`src/rtl/dsk_seq_pkg.sv`:
```
package dsk_seq_pkg;
  typedef enum logic [2:0] {
    ST_IDLE = 3'd0,
    ST_INS  = 3'd1,
    ST_SPIN = 3'd2,
    ST_RUN  = 3'd3,
    ST_HRET = 3'd4
  } drv_state_t;
endpackage

```
`src/rtl/dsk_interval_timer.sv`:
```
module dsk_interval_timer #(
  parameter int unsigned      CNT_W   = 24,
  parameter logic [CNT_W-1:0] RST_VAL = '1
) (
  input  logic             clk,
  input  logic             rst_n,
  input  logic             load,
  input  logic [CNT_W-1:0] load_val,
  output logic             expire
);
  logic [CNT_W-1:0] cnt_q, cnt_d;

  // A phase of N cycles loads N; the final cycle is the one holding 1.
  always_comb begin
    if (load) cnt_d = load_val;
    else      cnt_d = cnt_q - 1'b1;
  end

  always_ff @(posedge clk or negedge rst_n) begin
    if (!rst_n) cnt_q <= RST_VAL;
    else        cnt_q <= cnt_d;
  end

  assign expire = (cnt_q == CNT_W'(1));
endmodule

```
`src/rtl/dsk_head_ctr.sv`:
```
module dsk_head_ctr #(
  parameter int unsigned POS_W = 20
) (
  input  logic             clk,
  input  logic             rst_n,
  input  logic             clr,
  input  logic             step,
  output logic [POS_W-1:0] pos
);
  logic [POS_W-1:0] pos_q, pos_d;
  logic             pos_en;

  assign pos_en = clr | step;

  always_comb begin
    if (clr) pos_d = '0;
    else     pos_d = pos_q + POS_W'(1);
  end

  always_ff @(posedge clk or negedge rst_n) begin
    if (!rst_n)      pos_q <= '0;
    else if (pos_en) pos_q <= pos_d;
  end

  assign pos = pos_q;
endmodule

```
`src/rtl/dsk_status_enc.sv`:
```
module dsk_status_enc
  import dsk_seq_pkg::*;
(
  input  drv_state_t  st,
  input  logic        present,
  input  logic        wprot,
  input  logic        xreset,
  output logic [7:0]  status
);
  logic seated, ready;

  assign seated = present && (st != ST_INS);
  assign ready  = !xreset && ((st == ST_RUN) || (st == ST_IDLE));

  always_comb begin
    status    = 8'hFF;
    status[0] = !seated;
    status[1] = !ready;
    status[2] = !(seated && !wprot);
  end
endmodule

```
`src/rtl/dsk_drive_fsm.sv`:
```
module dsk_drive_fsm
  import dsk_seq_pkg::*;
#(
  parameter int unsigned POS_W = 20
) (
  input  logic             clk,
  input  logic             rst_n,
  input  logic             eject,
  input  logic             insert,
  input  logic             wp_in,
  input  logic [POS_W-1:0] disk_bits,
  input  logic             ctl_wr,
  input  logic             ctl_motor,
  input  logic             ctl_xreset,
  input  logic             expire,
  input  logic [POS_W-1:0] pos,
  output drv_state_t       st,
  output drv_state_t       st_nx,
  output logic             enter,
  output logic             pos_clr,
  output logic             step,
  output logic             tick,
  output logic             xreset,
  output logic             present,
  output logic             wprot,
  output logic [POS_W-1:0] len
);
  drv_state_t       st_q, st_d;
  logic             xr_q, xr_d, xr_clr;
  logic             pres_q, pres_d;
  logic             wp_q, wp_d;
  logic [POS_W-1:0] len_q, len_d;
  logic             last_bit;

  assign last_bit = ((pos + POS_W'(1)) == len_q);

  always_comb begin
    st_d    = st_q;
    pres_d  = pres_q;
    wp_d    = wp_q;
    len_d   = len_q;
    enter   = 1'b0;
    pos_clr = 1'b0;
    step    = 1'b0;
    xr_clr  = 1'b0;
    if (eject) begin
      st_d   = ST_IDLE;
      pres_d = 1'b0;
      enter  = 1'b1;
    end else if (insert) begin
      st_d    = ST_INS;
      pres_d  = 1'b1;
      wp_d    = wp_in;
      len_d   = disk_bits;
      pos_clr = 1'b1;
      enter   = 1'b1;
    end else begin
      unique case (st_q)
        ST_INS, ST_HRET: begin
          if (expire) begin
            st_d    = ST_IDLE;
            pos_clr = 1'b1;
            xr_clr  = 1'b1;
            enter   = 1'b1;
          end
        end
        ST_SPIN: begin
          if (expire) begin
            st_d  = ST_RUN;
            enter = 1'b1;
          end
        end
        ST_RUN: begin
          if (expire) begin
            step = 1'b1;
            if (last_bit) begin
              st_d   = ST_HRET;
              xr_clr = 1'b1;
              enter  = 1'b1;
            end
          end
        end
        default: begin
          if (ctl_wr && ctl_motor && pres_q) begin
            st_d  = ST_SPIN;
            enter = 1'b1;
          end
        end
      endcase
    end
    xr_d = xr_clr ? 1'b0 : xr_q;
    if (ctl_wr && ctl_xreset) xr_d = 1'b1;
  end

  always_ff @(posedge clk or negedge rst_n) begin
    if (!rst_n) begin
      st_q   <= ST_IDLE;
      xr_q   <= 1'b0;
      pres_q <= 1'b0;
      wp_q   <= 1'b1;
      len_q  <= '0;
    end else begin
      st_q   <= st_d;
      xr_q   <= xr_d;
      pres_q <= pres_d;
      wp_q   <= wp_d;
      if (insert && !eject) len_q <= len_d;
    end
  end

  assign st      = st_q;
  assign st_nx   = st_d;
  assign tick    = step && !xr_q;
  assign xreset  = xr_q;
  assign present = pres_q;
  assign wprot   = wp_q;
  assign len     = len_q;
endmodule

```
`src/rtl/dsk_mech_seq.sv`:
```
module dsk_mech_seq
  import dsk_seq_pkg::*;
#(
  parameter int unsigned POS_W       = 20,
  parameter int unsigned PER_BIT_CYC = 56,
  parameter int unsigned INSERT_CYC  = 1600000,
  parameter int unsigned SPINUP_CYC  = 1070000,
  parameter int unsigned HRET_CYC    = 6443100,
  parameter int unsigned IDLE_CYC    = 50000
) (
  input  logic             clk,
  input  logic             rst_n,
  input  logic             insert_stb,
  input  logic             eject_stb,
  input  logic             wp_in,
  input  logic [POS_W-1:0] disk_bits,
  input  logic             ctl_wr,
  input  logic             ctl_motor,
  input  logic             ctl_xreset,
  output logic             bit_tick,
  output logic [POS_W-1:0] head_pos,
  output logic             end_of_disk,
  output logic [7:0]       drv_status
);
  localparam int unsigned MAX_A   = (INSERT_CYC > SPINUP_CYC) ? INSERT_CYC : SPINUP_CYC;
  localparam int unsigned MAX_B   = (HRET_CYC > IDLE_CYC) ? HRET_CYC : IDLE_CYC;
  localparam int unsigned MAX_C   = (MAX_A > MAX_B) ? MAX_A : MAX_B;
  localparam int unsigned MAX_CYC = (MAX_C > PER_BIT_CYC) ? MAX_C : PER_BIT_CYC;
  localparam int unsigned CNT_W   = $clog2(MAX_CYC + 1);

  logic             rs1_q, rst_s_n;
  drv_state_t       st_q, st_nx;
  logic             enter, pos_clr, step, tick, expire, tmr_load;
  logic             xreset_q, present_q, wprot_q;
  logic [POS_W-1:0] len_q, pos;
  logic [CNT_W-1:0] tmr_val;

  always_ff @(posedge clk or negedge rst_n) begin
    if (!rst_n) begin
      rs1_q   <= 1'b0;
      rst_s_n <= 1'b0;
    end else begin
      rs1_q   <= 1'b1;
      rst_s_n <= rs1_q;
    end
  end

  always_comb begin
    unique case (st_nx)
      ST_INS:  tmr_val = CNT_W'(INSERT_CYC);
      ST_SPIN: tmr_val = CNT_W'(SPINUP_CYC);
      ST_RUN:  tmr_val = CNT_W'(PER_BIT_CYC);
      ST_HRET: tmr_val = CNT_W'(HRET_CYC);
      default: tmr_val = CNT_W'(IDLE_CYC);
    endcase
  end

  assign tmr_load = enter | expire;

  dsk_interval_timer #(.CNT_W(CNT_W), .RST_VAL(CNT_W'(IDLE_CYC))) u_timer (
    .clk(clk), .rst_n(rst_s_n), .load(tmr_load), .load_val(tmr_val), .expire(expire)
  );

  dsk_drive_fsm #(.POS_W(POS_W)) u_fsm (
    .clk(clk), .rst_n(rst_s_n), .eject(eject_stb), .insert(insert_stb),
    .wp_in(wp_in), .disk_bits(disk_bits), .ctl_wr(ctl_wr), .ctl_motor(ctl_motor),
    .ctl_xreset(ctl_xreset), .expire(expire), .pos(pos), .st(st_q), .st_nx(st_nx),
    .enter(enter), .pos_clr(pos_clr), .step(step), .tick(tick), .xreset(xreset_q),
    .present(present_q), .wprot(wprot_q), .len(len_q)
  );

  dsk_head_ctr #(.POS_W(POS_W)) u_head (
    .clk(clk), .rst_n(rst_s_n), .clr(pos_clr), .step(step), .pos(pos)
  );

  dsk_status_enc u_stat (
    .st(st_q), .present(present_q), .wprot(wprot_q), .xreset(xreset_q), .status(drv_status)
  );

  assign bit_tick    = tick;
  assign head_pos    = pos;
  assign end_of_disk = present_q && (pos == len_q);
endmodule

```
`config.mk`:
```
export PLATFORM = sky130hd
export DESIGN_NAME = dsk_mech_seq
export DESIGN_NICKNAME = d
export VERILOG_FILES = /design/src/rtl/dsk_seq_pkg.sv /design/src/rtl/dsk_interval_timer.sv /design/src/rtl/dsk_head_ctr.sv /design/src/rtl/dsk_status_enc.sv /design/src/rtl/dsk_drive_fsm.sv /design/src/rtl/dsk_mech_seq.sv
export SDC_FILE = /design/constraint.sdc
export NUM_CORES = 1
export LEC_CHECK = 0
export ABC_AREA = 1
export BUFFER_PORTS_ARGS = -buffer_cell sky130_fd_sc_hd__buf_2
export CELL_PAD_IN_SITES_DETAIL_PLACEMENT = 1
export CELL_PAD_IN_SITES_GLOBAL_PLACEMENT = 1
export CORE_ASPECT_RATIO = 0.8
export CORE_MARGIN = 3
export CORE_UTILIZATION = 40
export CTS_BUF_LIST = sky130_fd_sc_hd__clkbuf_8
export DETAILED_ROUTE_END_ITERATION = 10
export PLACE_DENSITY_LB_ADDON = 0.15
export SYNTH_ARGS = -nofsm -noshare
export SYNTH_HDL_FRONTEND = slang
export SYNTH_SLANG_ARGS = --single-unit
```
`constraint.sdc`:
```
create_clock -name clk -period 2.29 [get_ports clk]
set_input_delay 0.229 -clock clk [delete_from_list [all_inputs] [get_ports clk]]
set_output_delay 0.229 -clock clk [all_outputs]
set_load 0.02 [all_outputs]
```
==> results of run 1 <==
==> layer usage <==
layer  vias to the layer above  GRT usage  part of all wire
li1                       2346          -                 -
met5                         -          0                 0
met4                         0    0.09183             0.051
met3                       118    0.05561             0.093
met1                      2776     0.4093              0.41
met2                       388     0.4747              0.45
==> how the worst max path moves through the flow <==
stage / start / end / slack [ns] / depth (start not counted)
after floorplan: rst_s_n / u_head.pos[0] / 0.02 / 0
after global placement: u_head.pos[0] / u_timer.cnt_q[7] / -0.18 / 18
after detailed placement: u_head.pos[1] / u_timer.cnt_q[20] / -0.34 / 18
after CTS: u_timer.cnt_q[12] / bit_tick / -0.12 / 10
after global routing: u_head.pos[0] / u_timer.cnt_q[8] / -0.51 / 19
final: u_head.pos[1] / u_timer.cnt_q[8] / -0.45 / 19
==> synth_stat cells, types with 2 or more instances <==
cell type	count	area [sq um]
nand2_4	2	22.52
nand2_2	8	50.05
nand3_1	41	205.2
a221oi_1	2	17.52
a21oi_1	11	55.05
nor2_2	5	31.28
buf_4	5	37.54
xnor2_1	14	122.6
nor4_1	3	18.77
nor2_1	66	247.7
nand4_1	9	56.30
o21ai_1	10	50.05
dfstp_2	7	183.9
o22ai_1	6	37.54
dfrtp_1	64	1602
nand3b_1	7	52.55
nand2_1	177	664.4
o21ai_0	30	150.1
nor3_1	12	60.06
inv_2	4	15.01
nor2_4	4	45.04
or2_2	2	12.51
o31ai_1	7	52.55
a31oi_1	4	25.02
clkbuf_1	7	26.28
xor2_1	16	140.1
inv_1	74	277.8
ha_1	3	37.54
nand3_2	4	40.04
==> area by class of cell <==
| type | count | area [sq um] | share of cell area |
|---|---|---|---|
| Multi-Input combinational cell | 463 | 2989 | 0.4436 |
| Sequential cell | 71 | 1798 | 0.2668 |
| Timing Repair Buffer | 170 | 1239 | 0.1838 |
| Inverter | 79 | 315.3 | 0.04679 |
| Tap cell | 140 | 175.2 | 0.02599 |
| Clock buffer | 10 | 137.6 | 0.02042 |
| Clock inverter | 6 | 85.08 | 0.01263 |
==> cells by family after synthesis <==
logic type               after synthesis
AND/OR/NAND/NOR                      346
buffers and inverters                 92
AO/OA/AOI/OAI                         78
flip-flops                            71
XOR/XNOR                              30
adder cells (fa/ha/maj)                3
other                                  1
==> worst max-delay path, cell delays in order (launching register included) <==
cell     delay [ns]
dfrtp_2        0.41
ha_4           0.18
nand3_4        0.12
nor2_4         0.14
nand2_1        0.12
nand2_1        0.13
nand2_1        0.08
nand2_1        0.11
nand3_1        0.14
nor2_4         0.17
nand3_2        0.11
nor2_4         0.14
buf_6          0.12
nand3_4        0.08
nand2_2        0.09
nand2_2        0.08
nand2_4        0.08
nor2_4         0.07
a21oi_1        0.18
nand2_1        0.11
==> power breakdown <==
part / total, mW / switching, mW / internal (mW)
registers: 1.57 / 0.187 / 1.39
logic: 1.45 / 0.878 / 0.570
clock network: 1.22 / 0.581 / 0.639
==> flip-flops by register name (all words and copies together), names as in the netlist <==
signal         flops
u_fsm.present      1
u_fsm.wprot        1
rs1_q              1
u_timer.cnt_q     23
u_fsm.len         20
rst_s_n            1
u_fsm.xreset       1
u_fsm.st           3
u_head.pos        20
==> repair_timing <==
item	CTS	global route
hold buffers	1	0
pin swaps	16	24
resized for setup	92	103
buffers inserted	22	19
hold endpoints to repair	2	0
endpoints found under the setup margin	31	32
==> metrics by stage <==
| step | setup TNS [ns] | cell area, sq um | utilization | total power, mW | hold WS, ns |
|---|---|---|---|---|---|
| 4_1_cts | -1.097 | 6205 | 0.5847 | 3.881 | 0.05601 |
| 5_1_grt | -11.22 | 6739 | 0.6351 | 4.375 | 0.03408 |
| 3_3_place_gp | -2.194 | 5478 | 0.5162 | 2.466 | 0.01518 |
| 2_1_floorplan | 0 | 4517 | - | 2.081 | -0.06659 |
| 3_5_place_dp | -4.603 | 5478 | 0.5162 | 2.508 | 0.01541 |
| 6_report | -8.088 | 6739 | 0.6351 | 4.241 | 0.03608 |
==> impl_metrics.json, run 1 <==
{
  "violations": "negative setup slack",
  "dieHeight_microns": 100.8,
  "skew_ns": 0.01303,
  "synth_seq_cells": 71,
  "cts_buffer_depth": 2,
  "dieArea_sq_um": 12550,
  "cts_tree": "done",
  "max_slew.worst_pin.slew_ns": 0.5748,
  "slew_violations": 0,
  "pre_cts_ws_ns": -0.3393,
  "synth_async_sr_flop_share": 1.000,
  "power.density_nw_per_um2": 629.4,
  "dp_cells": 882,
  "synth_top_family_by_area": "simple AND/OR/NAND/NOR gates",
  "holdPathStages": 3,
  "holdPathEnd": "u_fsm.len[5]",
  "vias": 5628,
  "wl_per_cell_microns": 24.15,
  "fill_cells": 1305,
  "rsz0062_at_grt": "yes",
  "setup_viol": 32,
  "r2r_slack_ns": -0.45,
  "yosys.cell_types.count": 46,
  "synth_compound_area_frac": 0.1055,
  "crit_path_max_fanout": 4,
  "drive_above_1_share": 0.4468,
  "syn_inst": 621,
  "grt_pass1_vias": 5281,
  "antenna_found_initial": 0,
  "synth_area_sq_um": 4494,
  "htree_levels": 3,
  "finalHoldViolCount": 0,
  "synthAdderAreaFrac": 0.008352,
  "clock_sinks": 71,
  "status": "finished with violations",
  "grt_max_degree": 54,
  "slew_headroom": 0.6156,
  "io_buffer_count": 52,
  "dpl.hpwl_mm": 12.38,
  "clkLatencyLatePin_ns": 0.40,
  "drc": 0,
  "routed_via_density": 5.994,
  "worst_slack_ns": -0.4545,
  "rows": 33,
  "finalCritPeriodShare": 1.198,
  "worstPathRequired_ns": 2.61,
  "synth_area_per_cell_sq_um": 7.237,
  "crit_arrival_ns": 3.07,
  "first_iter_violations": 647,
  "r2r_start": "u_head.pos[1]",
  "cp-start-kind": "flop",
  "yosysWarnings": 0,
  "first_pass_iters": 5,
  "grt-ovfl-total": 0,
  "yosysSeqAreaShare": 0.3973,
  "grt_pass1_wl_mm": 29.12,
  "r2r_cells": 19,
  "r2r_end": "u_timer.cnt_q[8]",
  "gr-usage-all-layers": 0.2959,
  "cap_violations": 0,
  "area_delta_synth_final_pct": 49.94,
  "path_clk_slew_ns": 0.09,
  "cts_buffers": 9,
  "core_area_sq_um": 10610,
  "synth-xor-area-share": 0.05846,
  "hold_start": "disk_bits[5]",
  "synth.area.mux_share": 0,
  "antenna_cells": 0,
  "ir_drop_v": 0.0003313,
  "fin_nets": 825,
  "ctsRootBufferMaster": "clkbuf_8",
  "endpoint_kind": "flop",
  "hp-class": "primary input to flop",
  "antenna_left": 0,
  "io-pin-count": 58,
  "wirelength_mm": 22.68,
  "synth_simple_gate_area_frac": 0.3483,
  "die_w_microns": 124.5,
  "gp_congestion": 0.9438,
  "ys.flop_type": "dfrtp_1",
  "initial_core_util": 0.4235,
  "fin_crit_ns": 2.745,
  "worst-setup-path-type": "flop to flop",
  "finalNonFillerCells": 939,
  "leakage_nw": 3.225,
  "max_freq_ghz": 0.3644,
  "layout_common_cells": "nand2_1 (142), buf_4 (101), inv_1 (61), dfrtp_1 (54), buf_2 (50)",
  "synth_edf_count": 0,
  "mostFrequentLayoutCell": "nand2_1"
}
(Power assumes the default switching activity.)
==> inputs of run 2 (changes only) <==
CORE_MARGIN = 1   (was 3)
CTS_CLUSTER_SIZE = 30   (was default)
SYNTH_HIERARCHICAL = 1   (was default)
==> run 2 against run 1 <==
Against the previous run: the flow still finishes with violations (negative setup slack); synthesized cell count increased by 30%; die area increased by 13%; largest power group unchanged; critical path depth increased by 6; non-clock buffer count increased by 20; highest routed layer unchanged; routed wire length decreased by 2.6%; fmax decreased by 9.6%; clock skew about the same; setup slack got worse by 0.29 ns; sequential share of layout area decreased by 3.2 points; worst hold slack improved by 0.0090 ns; count of clock-buffer cells in the layout increased by 1; via count increased by 11%.
==> impl_metrics.json, run 2 <==
{
  "status": "finished with violations",
  "violations": "negative setup slack",
  "fin_util": 0.5831,
  "fill_cells": 1720,
  "first_pass_iters": 4,
  "mostFrequentLayoutCell": "nand2_1",
  "synthTopCellsByArea": "dfrtp_1 (29%), nand2_1 (17%), inv_1 (7.5%)",
  "finalCritPeriodShare": 1.326,
  "gr-usage-all-layers": 0.3207,
  "synth_area_sq_um": 5490,
  "yosysTopAreaCellShare": 0.2917,
  "drc": 0,
  "slew_violations": 0,
  "cp-start-kind": "flop",
  "worst_slack_ns": -0.7456,
  "synth_async_sr_flop_share": 1.000,
  "cap_violations": 0,
  "vias": 6247,
  "die_w_microns": 133.0,
  "r2r_start": "u_timer/cnt_q[15]",
  "first_iter_violations": 355,
  "holdPathEnd": "u_fsm/xreset",
  "r2r_end": "u_timer/cnt_q[4]",
  "grt_max_degree": 37,
  "synth_edf_count": 0,
  "wl_per_cell_microns": 18.68,
  "htree_levels": 3,
  "dieHeight_microns": 106.8,
  "antenna_found_initial": 0,
  "routed_via_density": 5.285,
  "fin_crit_ns": 3.036,
  "max_slew.worst_pin.slew_ns": 0.9025,
  "syn_inst": 806,
  "yosysTopAreaCell": "dfrtp_1",
  "p_switching_mw": 1.242,
  "r2r_slack_ns": -0.75,
  "worstPathRequired_ns": 2.62,
  "area_delta_synth_final_pct": 39.15,
  "place_area_sq_um": 6845,
  "drive_above_1_share": 0.3664,
  "antenna_cells": 0,
  "yosysSeqAreaShare": 0.3252,
  "fin_nets": 1034,
  "multi_input_area_sq_um": 3520,
  "slew_headroom": 0.3983,
  "worst-setup-path-type": "flop to flop",
  "cts_buffers": 9,
  "netlist_top_cells_count": "nand2_1 (242), inv_1 (110), nor2_1 (108)",
  "p_int_mw": 2.444,
  "crit_path_max_fanout": 6,
  "hp-class": "primary input to flop",
  "grt_pass1_vias": 6537,
  "grt_pass1_wl_mm": 34.50,
  "pre_cts_ws_ns": -0.5797,
  "setup_viol": 43,
  "final.setup.tns_ns": -17.15,
  "seq_power_share": 0.403,
  "switching_share": 0.3370,
  "rows": 37,
  "max_freq_ghz": 0.3294,
  "ir_drop_v": 0.0004750,
  "synth_seq_cells": 71,
  "clkPwrFrac": 0.329,
  "path_clk_slew_ns": 0.09,
  "grt-ovfl-total": 0,
  "finalHoldViolCount": 0,
  "crit_arrival_ns": 3.37,
  "cts_buffer_depth": 2,
  "combPwrFrac": 0.268,
  "yosysWarnings": 6,
  "holdPathStages": 3,
  "initial_core_util": 0.4191,
  "clock_sinks": 71,
  "rsz0062_at_grt": "yes",
  "wirelength_mm": 22.08,
  "core_area_sq_um": 13100,
  "layout_common_cells": "nand2_1 (225), buf_4 (122), inv_1 (102), nor2_1 (97), dfrtp_1 (56)",
  "endpoint_kind": "flop",
  "gp_congestion": 0.8613,
  "seqCellArea_sq_um": 1795,
  "ys.flop_type": "dfrtp_1",
  "ctsRootBufferMaster": "clkbuf_8",
  "post-synth-top-count-cell": "nand2_1",
  "io-pin-count": 58,
  "finalPower_mw": 3.686,
  "regMostFlops": "u_timer/cnt_q",
  "io_buffer_count": 52,
  "r2r_cells": 25,
  "hold_start": "ctl_xreset",
  "largest_reg_flops": 23,
  "cts_tree": "done",
  "dieArea_sq_um": 14200,
  "dpl.hpwl_mm": 15.39,
  "clkLatencyLatePin_ns": 0.39,
  "critPathLaunch": "u_timer/cnt_q[15]",
  "power.density_nw_per_um2": 482.5,
  "fin_area_sq_um": 7640,
  "leakage_nw": 3.944,
  "synth_area_per_cell_sq_um": 6.812,
  "skew_ns": 0.01300,
  "antenna_left": 0,
  "yosys.cell_types.count": 45
}
run 2: cells by family after synthesis:
logic type	share of synthesized area
AND/OR/NAND/NOR	0.4266
buffers and inverters	0.09708
flip-flops	0.3252
AO/OA/AOI/OAI	0.05789
XOR/XNOR	0.04307
multiplexers	0.03897
adder cells (fa/ha/maj)	0.009116
other	0.002051
run 2: worst max path at each step:
stage	depth (start not counted)	slack (ns)	endpoint
2_1_floorplan	22	-0.26	u_timer/cnt_q[8]
3_3_place_gp	23	-0.44	u_timer/cnt_q[15]
3_5_place_dp	23	-0.58	u_timer/cnt_q[15]
4_1_cts	23	-0.46	u_timer/cnt_q[15]
5_1_grt	25	-0.98	u_timer/cnt_q[15]
6_report	25	-0.75	u_timer/cnt_q[4]
run 2: worst max-delay path: stages, from the launching register on:
cell and delay (ns):
dfstp_2 0.39, nor2_2 0.16, nand2_1 0.13, nor2_4 0.16, nand2_2 0.09, nor3_4 0.19, inv_2 0.06, nor2_1 0.13
nand2_1 0.12, nor2_1 0.12, nand2_1 0.07, nor2_1 0.12, nand2_1 0.10, nor2_4 0.15, nand3_1 0.12, nand2_1 0.09
nand3b_1 0.09, nand2_2 0.10, inv_4 0.06, nand2_2 0.09, nor2_4 0.06, inv_2 0.09, buf_4 0.11, buf_6 0.09
nand2_4 0.05, nand2_4 0.06
run 2: per-layer routing:
| layer | up-vias | part of all wire | track usage |
|---|---|---|---|
| li1 | 2900 | - | - |
| met1 | 3122 | 0.46 | 0.4349 |
| met2 | 202 | 0.47 | 0.5209 |
| met3 | 23 | 0.063 | 0.06950 |
| met4 | 0 | 0.013 | 0.07389 |
| met5 | - | 0 | 0 |
run 2: power groups by stage:
stage / Sequential (mW) / Clock, mW / Combinational (mW)
floorplan: 1.49 / 0 / 0.506
global placement: 1.50 / 0 / 0.794
detailed placement: 1.50 / 0 / 0.838
CTS: 1.48 / 1.23 / 0.919
global route: 1.50 / 1.28 / 1.06
finish: 1.49 / 1.21 / 0.986
run 2: layout make-up:
| class | count | area share |
|---|---|---|
| tap | 175 | 0.02866 |
| sequential | 71 | 0.2350 |
| timing repair buffer | 190 | 0.1849 |
| clock buffer | 11 | 0.01982 |
| timing repair inverter | 1 | 0.0008189 |
| multi-input combinational | 612 | 0.4607 |
| inverter | 117 | 0.05961 |
| clock inverter | 5 | 0.01048 |
run 2: through the flow:
step                std cells  hold slack (ns)
finish                   1182          0.04509
global route             1182          0.03889
detailed placement       1142          0.01435
floorplan                 814         -0.06659
global placement         1142          0.01400
CTS                      1179          0.04448
run 2: what timing repair did:
| action | CTS | global route |
|---|---|---|
| endpoints found under the hold margin | 2 | 0 |
| hold buffers | 1 | 0 |
| endpoints found under the setup margin | 48 | 49 |
| cloned | 3 | 0 |
| pin swaps | 25 | 23 |
| gates resized for setup | 69 | 36 |
| setup buffers | 18 | 5 |
